[config.mk]
export PLATFORM = sky130hd
export DESIGN_NAME = llsc_unit
export DESIGN_NICKNAME = d
export VERILOG_FILES = /design/src/rtl/llsc_pkg.sv /design/src/rtl/llsc_resv.sv /design/src/rtl/llsc_ctrl.sv /design/src/rtl/llsc_unit.sv
export SDC_FILE = /design/constraint.sdc
export NUM_CORES = 1
export LEC_CHECK = 0
export BUFFER_PORTS_ARGS = -buffer_cell sky130_fd_sc_hd__buf_4
export CAP_MARGIN = 30
export CORE_AREA = 4 4 116 118
export DETAILED_ROUTE_END_ITERATION = 8
export DIE_AREA = 0 0 120 122
export HOLD_SLACK_MARGIN = 0.06
export PLACE_DENSITY = 0.71
export SYNTH_ARGS = -nofsm -noshare
export SYNTH_HDL_FRONTEND = slang
export SYNTH_SLANG_ARGS = --single-unit
[constraint.sdc]
create_clock -name clk -period 2.7 [get_ports clk]
set_clock_uncertainty 0.15 [all_clocks]
set_input_delay 0.405 -clock clk [delete_from_list [all_inputs] [get_ports clk]]
set_output_delay 0.405 -clock clk [all_outputs]
set_load 0.005 [all_outputs]
[src/rtl/llsc_pkg.sv]
package llsc_pkg;

    typedef enum logic [2:0] {
        ST_IDLE    = 3'd0,
        ST_LL_READ = 3'd1,
        ST_SC_READ = 3'd2,
        ST_SC_WRITE = 3'd3,
        ST_FINISH  = 3'd4
    } llsc_state_e;

    typedef enum logic {
        KIND_LINKED_LOAD = 1'b0,
        KIND_COND_STORE  = 1'b1
    } llsc_kind_e;

endpackage

[src/rtl/llsc_resv.sv]
module llsc_resv #(
    parameter int AW = 32,
    parameter int DW = 32
) (
    input  logic          clk,
    input  logic          rst_n,
    input  logic          set_en,
    input  logic [AW-1:0] set_addr,
    input  logic [DW-1:0] set_val,
    input  logic          clr_en,
    input  logic [AW-1:0] chk_addr,
    input  logic [DW-1:0] chk_data,
    output logic          addr_hit,
    output logic          data_match,
    output logic [AW-1:0] rsv_addr
);

    localparam logic [AW-1:0] NO_RESV = {AW{1'b1}};

    logic [DW-1:0] rsv_val;

    always_ff @(posedge clk) begin
        if (!rst_n) begin
            rsv_addr <= NO_RESV;
            rsv_val  <= '0;
        end else if (set_en) begin
            rsv_addr <= set_addr;
            rsv_val  <= set_val;
        end else if (clr_en) begin
            rsv_addr <= NO_RESV;
        end
    end

    assign addr_hit   = (chk_addr == rsv_addr);
    assign data_match = (chk_data == rsv_val);

endmodule

[src/rtl/llsc_ctrl.sv]
module llsc_ctrl
    import llsc_pkg::*;
(
    input  logic clk,
    input  logic rst_n,
    input  logic op_valid,
    input  logic op_is_sc,
    input  logic addr_hit,
    input  logic data_match,
    input  logic mem_ack,
    output logic mem_req,
    output logic mem_we,
    output logic mem_lock,
    output logic latch_op,
    output logic ll_capture,
    output logic sc_pass,
    output logic sc_fail,
    output logic clear_rsv,
    output logic done
);

    llsc_state_e state_q, state_d;

    always_ff @(posedge clk) begin
        if (!rst_n) state_q <= ST_IDLE;
        else        state_q <= state_d;
    end

    always_comb begin
        state_d    = state_q;
        latch_op   = 1'b0;
        ll_capture = 1'b0;
        sc_pass    = 1'b0;
        sc_fail    = 1'b0;
        clear_rsv  = 1'b0;
        unique case (state_q)
            ST_IDLE: begin
                if (op_valid) begin
                    latch_op = 1'b1;
                    if (!op_is_sc) begin
                        state_d = ST_LL_READ;
                    end else if (addr_hit) begin
                        state_d = ST_SC_READ;
                    end else begin
                        sc_fail   = 1'b1;
                        clear_rsv = 1'b1;
                        state_d   = ST_FINISH;
                    end
                end
            end
            ST_LL_READ: begin
                if (mem_ack) begin
                    ll_capture = 1'b1;
                    state_d    = ST_FINISH;
                end
            end
            ST_SC_READ: begin
                if (mem_ack) begin
                    if (data_match) begin
                        state_d = ST_SC_WRITE;
                    end else begin
                        sc_fail   = 1'b1;
                        clear_rsv = 1'b1;
                        state_d   = ST_FINISH;
                    end
                end
            end
            ST_SC_WRITE: begin
                if (mem_ack) begin
                    sc_pass   = 1'b1;
                    clear_rsv = 1'b1;
                    state_d   = ST_FINISH;
                end
            end
            ST_FINISH: state_d = ST_IDLE;
            default:   state_d = ST_IDLE;
        endcase
    end

    always_comb begin
        mem_req  = 1'b0;
        mem_we   = 1'b0;
        mem_lock = 1'b0;
        done     = 1'b0;
        unique case (state_q)
            ST_IDLE:     ;
            ST_LL_READ:  mem_req = 1'b1;
            ST_SC_READ: begin
                mem_req  = 1'b1;
                mem_lock = 1'b1;
            end
            ST_SC_WRITE: begin
                mem_req  = 1'b1;
                mem_lock = 1'b1;
                mem_we   = 1'b1;
            end
            ST_FINISH:   done = 1'b1;
            default:     ;
        endcase
    end

    assert_done_pulse_R9: assert property (@(posedge clk) disable iff (!rst_n)
        done |=> !done);

    assert_miss_no_access_R4: assert property (@(posedge clk) disable iff (!rst_n)
        (state_q == ST_IDLE && op_valid && op_is_sc && !addr_hit) |=> (done && !mem_req));

    assert_lock_through_write_R8: assert property (@(posedge clk) disable iff (!rst_n)
        (mem_req && mem_lock && !mem_we && mem_ack && data_match) |=> (mem_req && mem_we && mem_lock));

endmodule

[src/rtl/llsc_unit.sv]
module llsc_unit
    import llsc_pkg::*;
#(
    parameter int AW = 32,
    parameter int DW = 32
) (
    input  logic          clk,
    input  logic          rst_n,
    input  logic          op_valid,
    input  logic          op_kind,
    input  logic [AW-1:0] op_addr,
    input  logic [DW-1:0] op_wdata,
    output logic          mem_req,
    output logic          mem_we,
    output logic          mem_lock,
    output logic [AW-1:0] mem_addr,
    output logic [DW-1:0] mem_wdata,
    input  logic [DW-1:0] mem_rdata,
    input  logic          mem_ack,
    output logic          load_we,
    output logic [DW-1:0] load_data,
    output logic          flag_we,
    output logic          flag_val,
    output logic          done
);

    logic          op_is_sc;
    logic          addr_hit, data_match;
    logic [AW-1:0] rsv_addr;
    logic          latch_op, ll_capture, sc_pass, sc_fail, clear_rsv;
    logic          kind_sc_q;
    logic [AW-1:0] addr_q;
    logic [DW-1:0] wdata_q;
    logic [DW-1:0] load_q;
    logic          flag_q;

    assign op_is_sc = (llsc_kind_e'(op_kind) == KIND_COND_STORE);

    llsc_resv #(.AW(AW), .DW(DW)) u_resv (
        .clk        (clk),
        .rst_n      (rst_n),
        .set_en     (ll_capture),
        .set_addr   (addr_q),
        .set_val    (mem_rdata),
        .clr_en     (clear_rsv),
        .chk_addr   (op_addr),
        .chk_data   (mem_rdata),
        .addr_hit   (addr_hit),
        .data_match (data_match),
        .rsv_addr   (rsv_addr)
    );

    llsc_ctrl u_ctrl (
        .clk        (clk),
        .rst_n      (rst_n),
        .op_valid   (op_valid),
        .op_is_sc   (op_is_sc),
        .addr_hit   (addr_hit),
        .data_match (data_match),
        .mem_ack    (mem_ack),
        .mem_req    (mem_req),
        .mem_we     (mem_we),
        .mem_lock   (mem_lock),
        .latch_op   (latch_op),
        .ll_capture (ll_capture),
        .sc_pass    (sc_pass),
        .sc_fail    (sc_fail),
        .clear_rsv  (clear_rsv),
        .done       (done)
    );

    always_ff @(posedge clk) begin
        if (!rst_n) begin
            kind_sc_q <= 1'b0;
            addr_q    <= '0;
            wdata_q   <= '0;
            load_q    <= '0;
            flag_q    <= 1'b0;
        end else begin
            if (latch_op) begin
                kind_sc_q <= op_is_sc;
                addr_q    <= op_addr;
                wdata_q   <= op_wdata;
            end
            if (ll_capture) load_q <= mem_rdata;
            if (sc_pass)      flag_q <= 1'b1;
            else if (sc_fail) flag_q <= 1'b0;
        end
    end

    assign mem_addr  = addr_q;
    assign mem_wdata = wdata_q;
    assign load_data = load_q;
    assign load_we   = done && !kind_sc_q;
    assign flag_we   = done && kind_sc_q;
    assign flag_val  = flag_q;

    assert_write_locked_R8: assert property (@(posedge clk) disable iff (!rst_n)
        (mem_req && mem_we) |-> mem_lock);

    assert_resv_cleared_R7: assert property (@(posedge clk) disable iff (!rst_n)
        flag_we |-> (rsv_addr == {AW{1'b1}}));

    assert_pass_follows_write_R5: assert property (@(posedge clk) disable iff (!rst_n)
        (flag_we && flag_val) |-> $past(mem_req && mem_we && mem_ack));

endmodule

# == After elaboration in Yosys (flattened, before gate mapping) ==
# Cells that the tools add are included.
# totals
latch_bits,0
n_memories,0
reg_bits,133
mem_bits_ro,0
input_bits,101
out_inout_bits,103
ramBits,0
# op_classes
n_reduce_logical,10
muxes,27
bitwise_logic,0
div_mod_pow,0
mul,0
shift,0
eq_ne,9
order_cmp,0
n_addsub,0
# op_table
operator,n
equality test 32 bit,2
2-to-1 mux 32 bit,2
2-to-1 mux 3 bit,6
2-to-1 mux 1 bit,16
one-hot mux 3 bit (3 select lines),1
"equality test 3 x 2 -> 1 bit, second input constant",2
"inequality test 2 bit, second input constant",2
nonzero test 2 bit,2
OR reduction 2 bit,2
"equality test 3 x 1 -> 1 bit, second input constant",1
"equality test 3 bit, second input constant",1
zero test 3 bit,1
one-hot mux 1 bit (3 select lines),1
AND reduction 3 bit,1
OR reduction 3 bit,1
logical AND 1 bit,2
"inequality test 2 x 1 -> 1 bit, second input constant",1
one-hot mux 1 bit (2 select lines),1
zero test 1 bit,1

# == Longest topological paths before layout ==
# Gate-level depths: netlist (run 1).
# depth
depth_word,7
ltp_mapped,7
mapped_depth_nobuf,6

# == Hierarchy ==
# From an unflattened synthesis (run 1), not the netlist that was laid out.
# unflattened
cells_unflattened,685
area_unflattened_um2,7208.2
# by_module_without_submodules
mod,area_per_inst_um2,cells_per_inst,n_inst
llsc_unit,3753.6,317,1
llsc_resv,3155.5,331,1
llsc_ctrl,299.0,37,1

# == Worst setup path before layout (run 1) ==
# No wires, ideal clock.
# synth_path
kind,input -> register
startpoint,input op_addr[9]
endpoint,register u_resv.rsv_addr[10]
slack_ns,0.517
path_stages,7
setup_time_ns,0.117
arrival_ns,1.916
path_cell_list,xor2_1 -> nor4_1 -> nand4_1 -> or2_1 -> a221o_2 -> buf_6 -> o22a_1
# synth_via
elab_chain_len,6
# synth_lines
element,line_no,text
"start, declared",llsc_unit.sv:11,"input logic [AW-1:0] op_addr,"
equality test 32 bit,llsc_resv.sv:34,assign addr_hit = (chk_addr == rsv_addr);
2-to-1 mux 1 bit,llsc_ctrl.sv:42,end else if (addr_hit) begin
2-to-1 mux 1 bit,llsc_ctrl.sv:40,if (!op_is_sc) begin
2-to-1 mux 1 bit,llsc_ctrl.sv:38,if (op_valid) begin
one-hot mux 1 bit (3 select lines),llsc_ctrl.sv:36,unique case (state_q)
nonzero test 2 bit (no source line),-,
"end signal, assigned",llsc_resv.sv:27,rsv_addr <= set_addr;
"end, declared",llsc_resv.sv:15,output logic [AW-1:0] rsv_addr
# No other way between the ends.
# A chain may end at the register's enable or synchronous reset.

# == Worst setup path in the final report (run 1) ==
# layout_path
startpoint,register u_resv.rsv_addr[29]
endpoint,register u_resv.rsv_addr[0]
# layout_via
elab_chain_len,6
# layout_lines
element,line_no
equality test 32 bit,llsc_resv.sv:34
2-to-1 mux 1 bit,llsc_ctrl.sv:42
2-to-1 mux 1 bit,llsc_ctrl.sv:40
2-to-1 mux 1 bit,llsc_ctrl.sv:38
one-hot mux 1 bit (3 select lines),llsc_ctrl.sv:36
nonzero test 2 bit (no source line),-
# No other way between the ends.

==> run metrics, run 1 <==
outcome=complete, no violations; Mapped Cells=616; Via density=slightly below 5; ANT nets after route=0; top cells by count, synth=197 x nand2_1, 133 x dfxtp_1, 96 x a21boi_0; syn nets=between 700 and 800; CTS max path bufs=2; Flop pwr share=0.424; final hold violations=0; width of the die=120 um; Post-synth EDFFs=0; dpl cells=963; Tot GR Track Use=0.2085; CP endpoint=u_resv.rsv_addr[0]; top-count cell post-synth=nand2_1; CTS sink cnt=133; drt first pass iters=4; IO buf count=203; RR Startpoint=u_resv.rsv_addr[29]; min Tclk post-route=2462 ps; cts hold-fix bufs=0; Initial Utilization=0.4409; Placement Setup Slack=14.88 ps; boundary pin count=between 200 and 250; Synth-to-Final Area Change=40.88%; R2R setup slack=240 ps; crit path DAT=2620 ps; Max Fclk=roughly 410 MHz; Power Internal=3844 uW; Vias=just under 5,000; largest area contributor in the netlist=dfxtp_1; clk root buf=clkbuf_16; synth unique cells=33; H-tree lvl count=4; cts bufs inserted=17; Yosys top cell area share=0.4844; first-pass GRT wire length=24,180 um; fin. max-slew vios=0; worst-path fanout max=32; total power=5061 uW; Pleak=0.003289 uW; max-cap violation count=0; Sw Share=0.2405; Residual DRC=0; RSZ-0062 raised after global routing=no; Gate power share=0.125; crit share post-route=0.9120; Ys Warns=0; CP Launch Type=register; reg-to-reg endpoint=u_resv.rsv_addr[0]; register bit count reported by yosys=133; Die Ht=around 120 um; Post-DP HPWL=10,900 um; TritonCTS clock tree=built; largest net degree at the start of global routing=68; Setup crit end kind=register; worst skew pair latency=about 410 ps; worst rel slew slack=0.5334; worst setup path start=u_resv.rsv_addr[29]; gpl congestion=0.8148; 1st-iter DRT viols=318; post-CTS sizing=0; DP Area=7153 sq um; GRT overflow=0; worst min path class=in2reg; maximum VDD drop=around 0.00044 V; largest cells by area after synthesis=dfxtp_1 48%, nand2_1 13%, a21boi_0 13%; WL/cell=15.39 um; critical path class=reg2reg; setup TNS=0 ps; Non-Filler Instances=995; ys flop type=dfxtp_1; clock power share=0.450; Worst Tran Pin Value=699.9 ps; post-CTS setup buffer count=0; R2R depth=7; power per standard cell area=653.5 nW/um^2; asr flop ratio synth=0; initial antenna violation count=0; total die area=between 10,000 and 15,000 sq um; Worst-path clk slew=approximately 60 ps; Cell Area, Synth=5497 sq um; vias in the first global route=4,877; # rows=41; core footprint=around 12,000 sq um; ANT cells=0; WP data required=~2900 ps; final instance area=slightly below 8000 sq um; fin worst setup slack=237.6 ps; # nets final=911; layout cell share with drive strength beyond 1=0.3062; setup violators final=0; mean area per synthesized cell=8.923 sq um; sequential cell area fraction in the yosys report=0.4844; Total Routed Length=15,320 um; Switch Pwr=1217 uW
[final cells by class]
| type | instances | area [sq um] |
|---|---|---|
| Clock inverter | 14 | 161.4 |
| Tap cell | 172 | 215.2 |
| Clock buffer | 18 | 429.2 |
| Sequential cell | 133 | 2663 |
| Inverter | 2 | 7.507 |
| Timing Repair Buffer | 212 | 1617 |
| Fill cell | 1089 | 4722 |
| Multi-Input combinational cell | 444 | 2651 |
[registers in the layout, summed over array words and instances, names as in the netlist]
signal	count
flag_val	1
kind_sc_q	1
mem_addr	32
mem_wdata	32
u_ctrl.state_q	3
u_resv.rsv_addr	32
u_resv.rsv_val	32
[metal layers]
layer	GRT usage	wire (um)
met3	0.07057	1166
met2	0.3453	7402
met1	0.2448	6331
met4	0.09592	418
met5	0	0
[power by group through the flow]
stage,registers [uW],clock network (uW),logic (uW)
3_5_place_dp,2190,0,641
4_1_cts,2150,2320,643
2_1_floorplan,2180,0,285
6_report,2150,2280,634
5_1_grt,2160,2420,698
3_3_place_gp,2180,0,627
[cells by family after synthesis]
family	after synthesis	synth area share
buf+inv	39	0.03437
simple gates	240	0.1805
compound gates	139	0.1967
xor+xnor	64	0.1020
mux	1	0.002049
flops	133	0.4844
[per-stage QoR]
step	util	hold slack [ps]
2_1_floorplan	-	310.0
3_3_place_gp	0.5738	301.0
3_5_place_dp	0.5738	310.4
4_1_cts	0.6212	85.95
5_1_grt	0.6212	94.78
6_report	0.6212	102.2
[worst max-delay path: stages, from the launching register on]
cell and delay (ps):
dfxtp_1 320, xor2_1 180, nor4_1 380, nand4_1 200, or2_1 320, a221o_2 400, buf_12 180, o22a_2 230
[layout by cell type, fill, tap and decap left out]
cell type,instances
mux2_2,1
nand3_1,1
o21ai_0,1
clkinvlp_4,5
nor2_2,1
o22a_1,30
nand2b_1,4
nand4_1,4
or2_1,1
and3_2,1
o22a_2,2
dfxtp_1,133
a21boi_0,96
xor2_1,64
a32oi_1,1
nand2_2,1
nor2_1,6
inv_1,2
a221o_2,1
a31oi_1,1
clkbuf_16,17
o21a_1,1
o22ai_1,3
a21oi_1,2
and3_1,1
nand3b_1,2
buf_12,2
and2_2,1
and2_1,1
clkinv_4,1
bufinv_16,3
clkinv_2,5
nor2b_1,2
nor4_1,17
clkbuf_1,1
nor3_1,1
buf_4,210
a22o_2,1
nand2_1,196
[how the worst min path moves through the flow]
| stage | slack [ps] | from | cells past startpoint | endpoint |
|---|---|---|---|---|
| after floorplan | 310 | mem_wdata[0] | 2 | mem_wdata[0] |
| after global placement | 300 | mem_wdata[25] | 2 | mem_wdata[25] |
| after detailed placement | 310 | mem_wdata[30] | 2 | mem_wdata[30] |
| after CTS | 90 | op_wdata[17] | 3 | mem_wdata[17] |
| after global routing | 90 | op_wdata[13] | 3 | mem_wdata[13] |
| final | 100 | op_wdata[18] | 3 | mem_wdata[18] |
Note: power is estimated with default switching activity, not from simulation.
==> run 2, diff against run 1 <==
--- a/config.mk
+++ b/config.mk
@@ -7,9 +7,10 @@
 export LEC_CHECK = 0
 export BUFFER_PORTS_ARGS = -buffer_cell sky130_fd_sc_hd__buf_4
 export CAP_MARGIN = 30
-export CORE_AREA = 4 4 116 118
+export CORE_AREA = 4 4 99 138
+export CTS_CLUSTER_SIZE = 25
 export DETAILED_ROUTE_END_ITERATION = 8
-export DIE_AREA = 0 0 120 122
+export DIE_AREA = 0 0 103 142
 export HOLD_SLACK_MARGIN = 0.06
 export PLACE_DENSITY = 0.71
 export SYNTH_ARGS = -nofsm -noshare
==> run 2 against run 1 <==
Net effect: register-to-register slack is essentially flat; combinational power rose by 3%; critical path depth is the same; core utilization increased by 0.64 points; count of clock-buffer cells in the layout unchanged; via count is 2.2% higher; cell count down 1.9%; hold slack worse by 0.76 ps; fmax is 0.11% lower; sequential power about the same; total power rose by 1.9%.
==> run metrics, run 2 (synthesis gave the netlist of run 1 again) <==
Pleak=0.003331 uW; TritonCTS clock tree=built; fin worst setup slack=234.8 ps; crit share post-route=0.9131; worst-path fanout max=11; outcome=complete, no violations; max-cap violation count=0; total die area=roughly 15,000 sq um; IO buf count=roughly 200; Hold EP=mem_wdata[16]; Post-DP HPWL=11,850 um; ANT nets after route=0; RSZ-0062 raised after global routing=no; post-CTS setup buffer count=0; H-tree lvl count=4; ANT cells=0; vias in the first global route=approximately 5,000; Worst-path clk slew=approximately 60 ps; min Tclk post-route=2465 ps; Synth-to-Final Area Change=41.27%; drt first pass iters=4; Max Fclk=~400 MHz; GRT overflow=0; WP data required=2840 ps; core footprint=12,370 sq um; Vias=4,962; Fin Hold WS=approximately 100 ps; Initial Utilization=0.4443; worst min path class=in2reg; worst rel slew slack=0.6052; CTS max path bufs=2; clk root buf=clkbuf_16; final hold violations=0; power per standard cell area=between 600 and 700 nW/um^2; gpl congestion=0.8964; initial antenna violation count=0; crit path DAT=2600 ps; total power=5155 uW; # nets final=914; post-CTS sizing=0; most common cell after layout, fill and taps aside=buf_4; Total Routed Length=around 16,000 um; DP Area=7161 sq um; cts bufs inserted=17; 1st-iter DRT viols=117; critical path class=reg2reg; min-delay src=op_wdata[16]; # rows=48; Placement Setup Slack=-2.747 ps; worst skew pair latency=400 ps; Die Ht=roughly 140 um; first-pass GRT wire length=24,780 um; WL/cell=16.49 um; cts hold-fix bufs=0; reg-to-reg endpoint=u_resv.rsv_addr[21]; Residual DRC=0; Setup crit end kind=register; final core occ=0.6276; Tot GR Track Use=0.2158; setup violators final=0; CP Launch Type=register; maximum VDD drop=0.0003922 V; width of the die=103 um; fin. max-slew vios=0; most frequent cells in the layout=212 x buf_4, 196 x nand2_1, 133 x dfxtp_1; largest net degree at the start of global routing=69; Worst Tran Pin Value=592.2 ps; final instance area=around 7800 sq um; Worst Hold Path Cells=3; Via density=5.084; R2R depth=7; boundary pin count=204; R2R setup slack=between 200 and 250 ps; RR Startpoint=u_resv.rsv_addr[25]; CTS sink cnt=between 100 and 150; layout cell share with drive strength beyond 1=0.3087
==> run 2: stage by stage <==
step                      TNS (ps)  instances
after floorplan                  0        616
after global placement           0        944
after detailed placement    -2.747        944
after CTS                        0        976
after global routing             0        976
final                            0        976
==> run 2: layout make-up <==
class | instances | area (sq um)
clock inverters | 14 | 175.2
multi-input cells | 444 | 2651
fillers | 1102 | 4607
clock buffers | 18 | 429.2
inverters | 2 | 7.507
well taps | 150 | 187.7
repair buffers | 215 | 1652
flip-flops and latches | 133 | 2663
==> run 2: how the worst max path moves through the flow <==
stage | startpoint | end
after floorplan | op_addr[9] | u_resv.rsv_addr[10]
after global placement | op_addr[25] | u_resv.rsv_addr[31]
after detailed placement | op_addr[25] | u_resv.rsv_addr[26]
after CTS | u_resv.rsv_addr[25] | u_resv.rsv_addr[26]
after global routing | u_resv.rsv_addr[25] | u_resv.rsv_addr[19]
final | u_resv.rsv_addr[25] | u_resv.rsv_addr[21]
==> run 2: routing by layer <==
layer | GRT usage | share of wire | up-vias
met4 | 0.08731 | 0.031 | 0
met3 | 0.06621 | 0.073 | 32
li1 | - | - | 2457
met2 | 0.3896 | 0.52 | 167
met1 | 0.2286 | 0.37 | 2306
met5 | 0 | 0 | -
==> run 2: worst max-delay path: stages, from the launching register on <==
cell	delay [ps]
dfxtp_1	320
xor2_1	210
nor4_1	410
nand4_1	200
or2_1	270
a221o_2	400
buf_4	190
o22a_1	200
==> run 2: power by group <==
| part | total [uW] | switching [uW] | internal, uW |
|---|---|---|---|
| Combinational | 653 | 314 | 339 |
| Sequential | 2150 | 77.8 | 2070 |
| Clock | 2350 | 890 | 1470 |
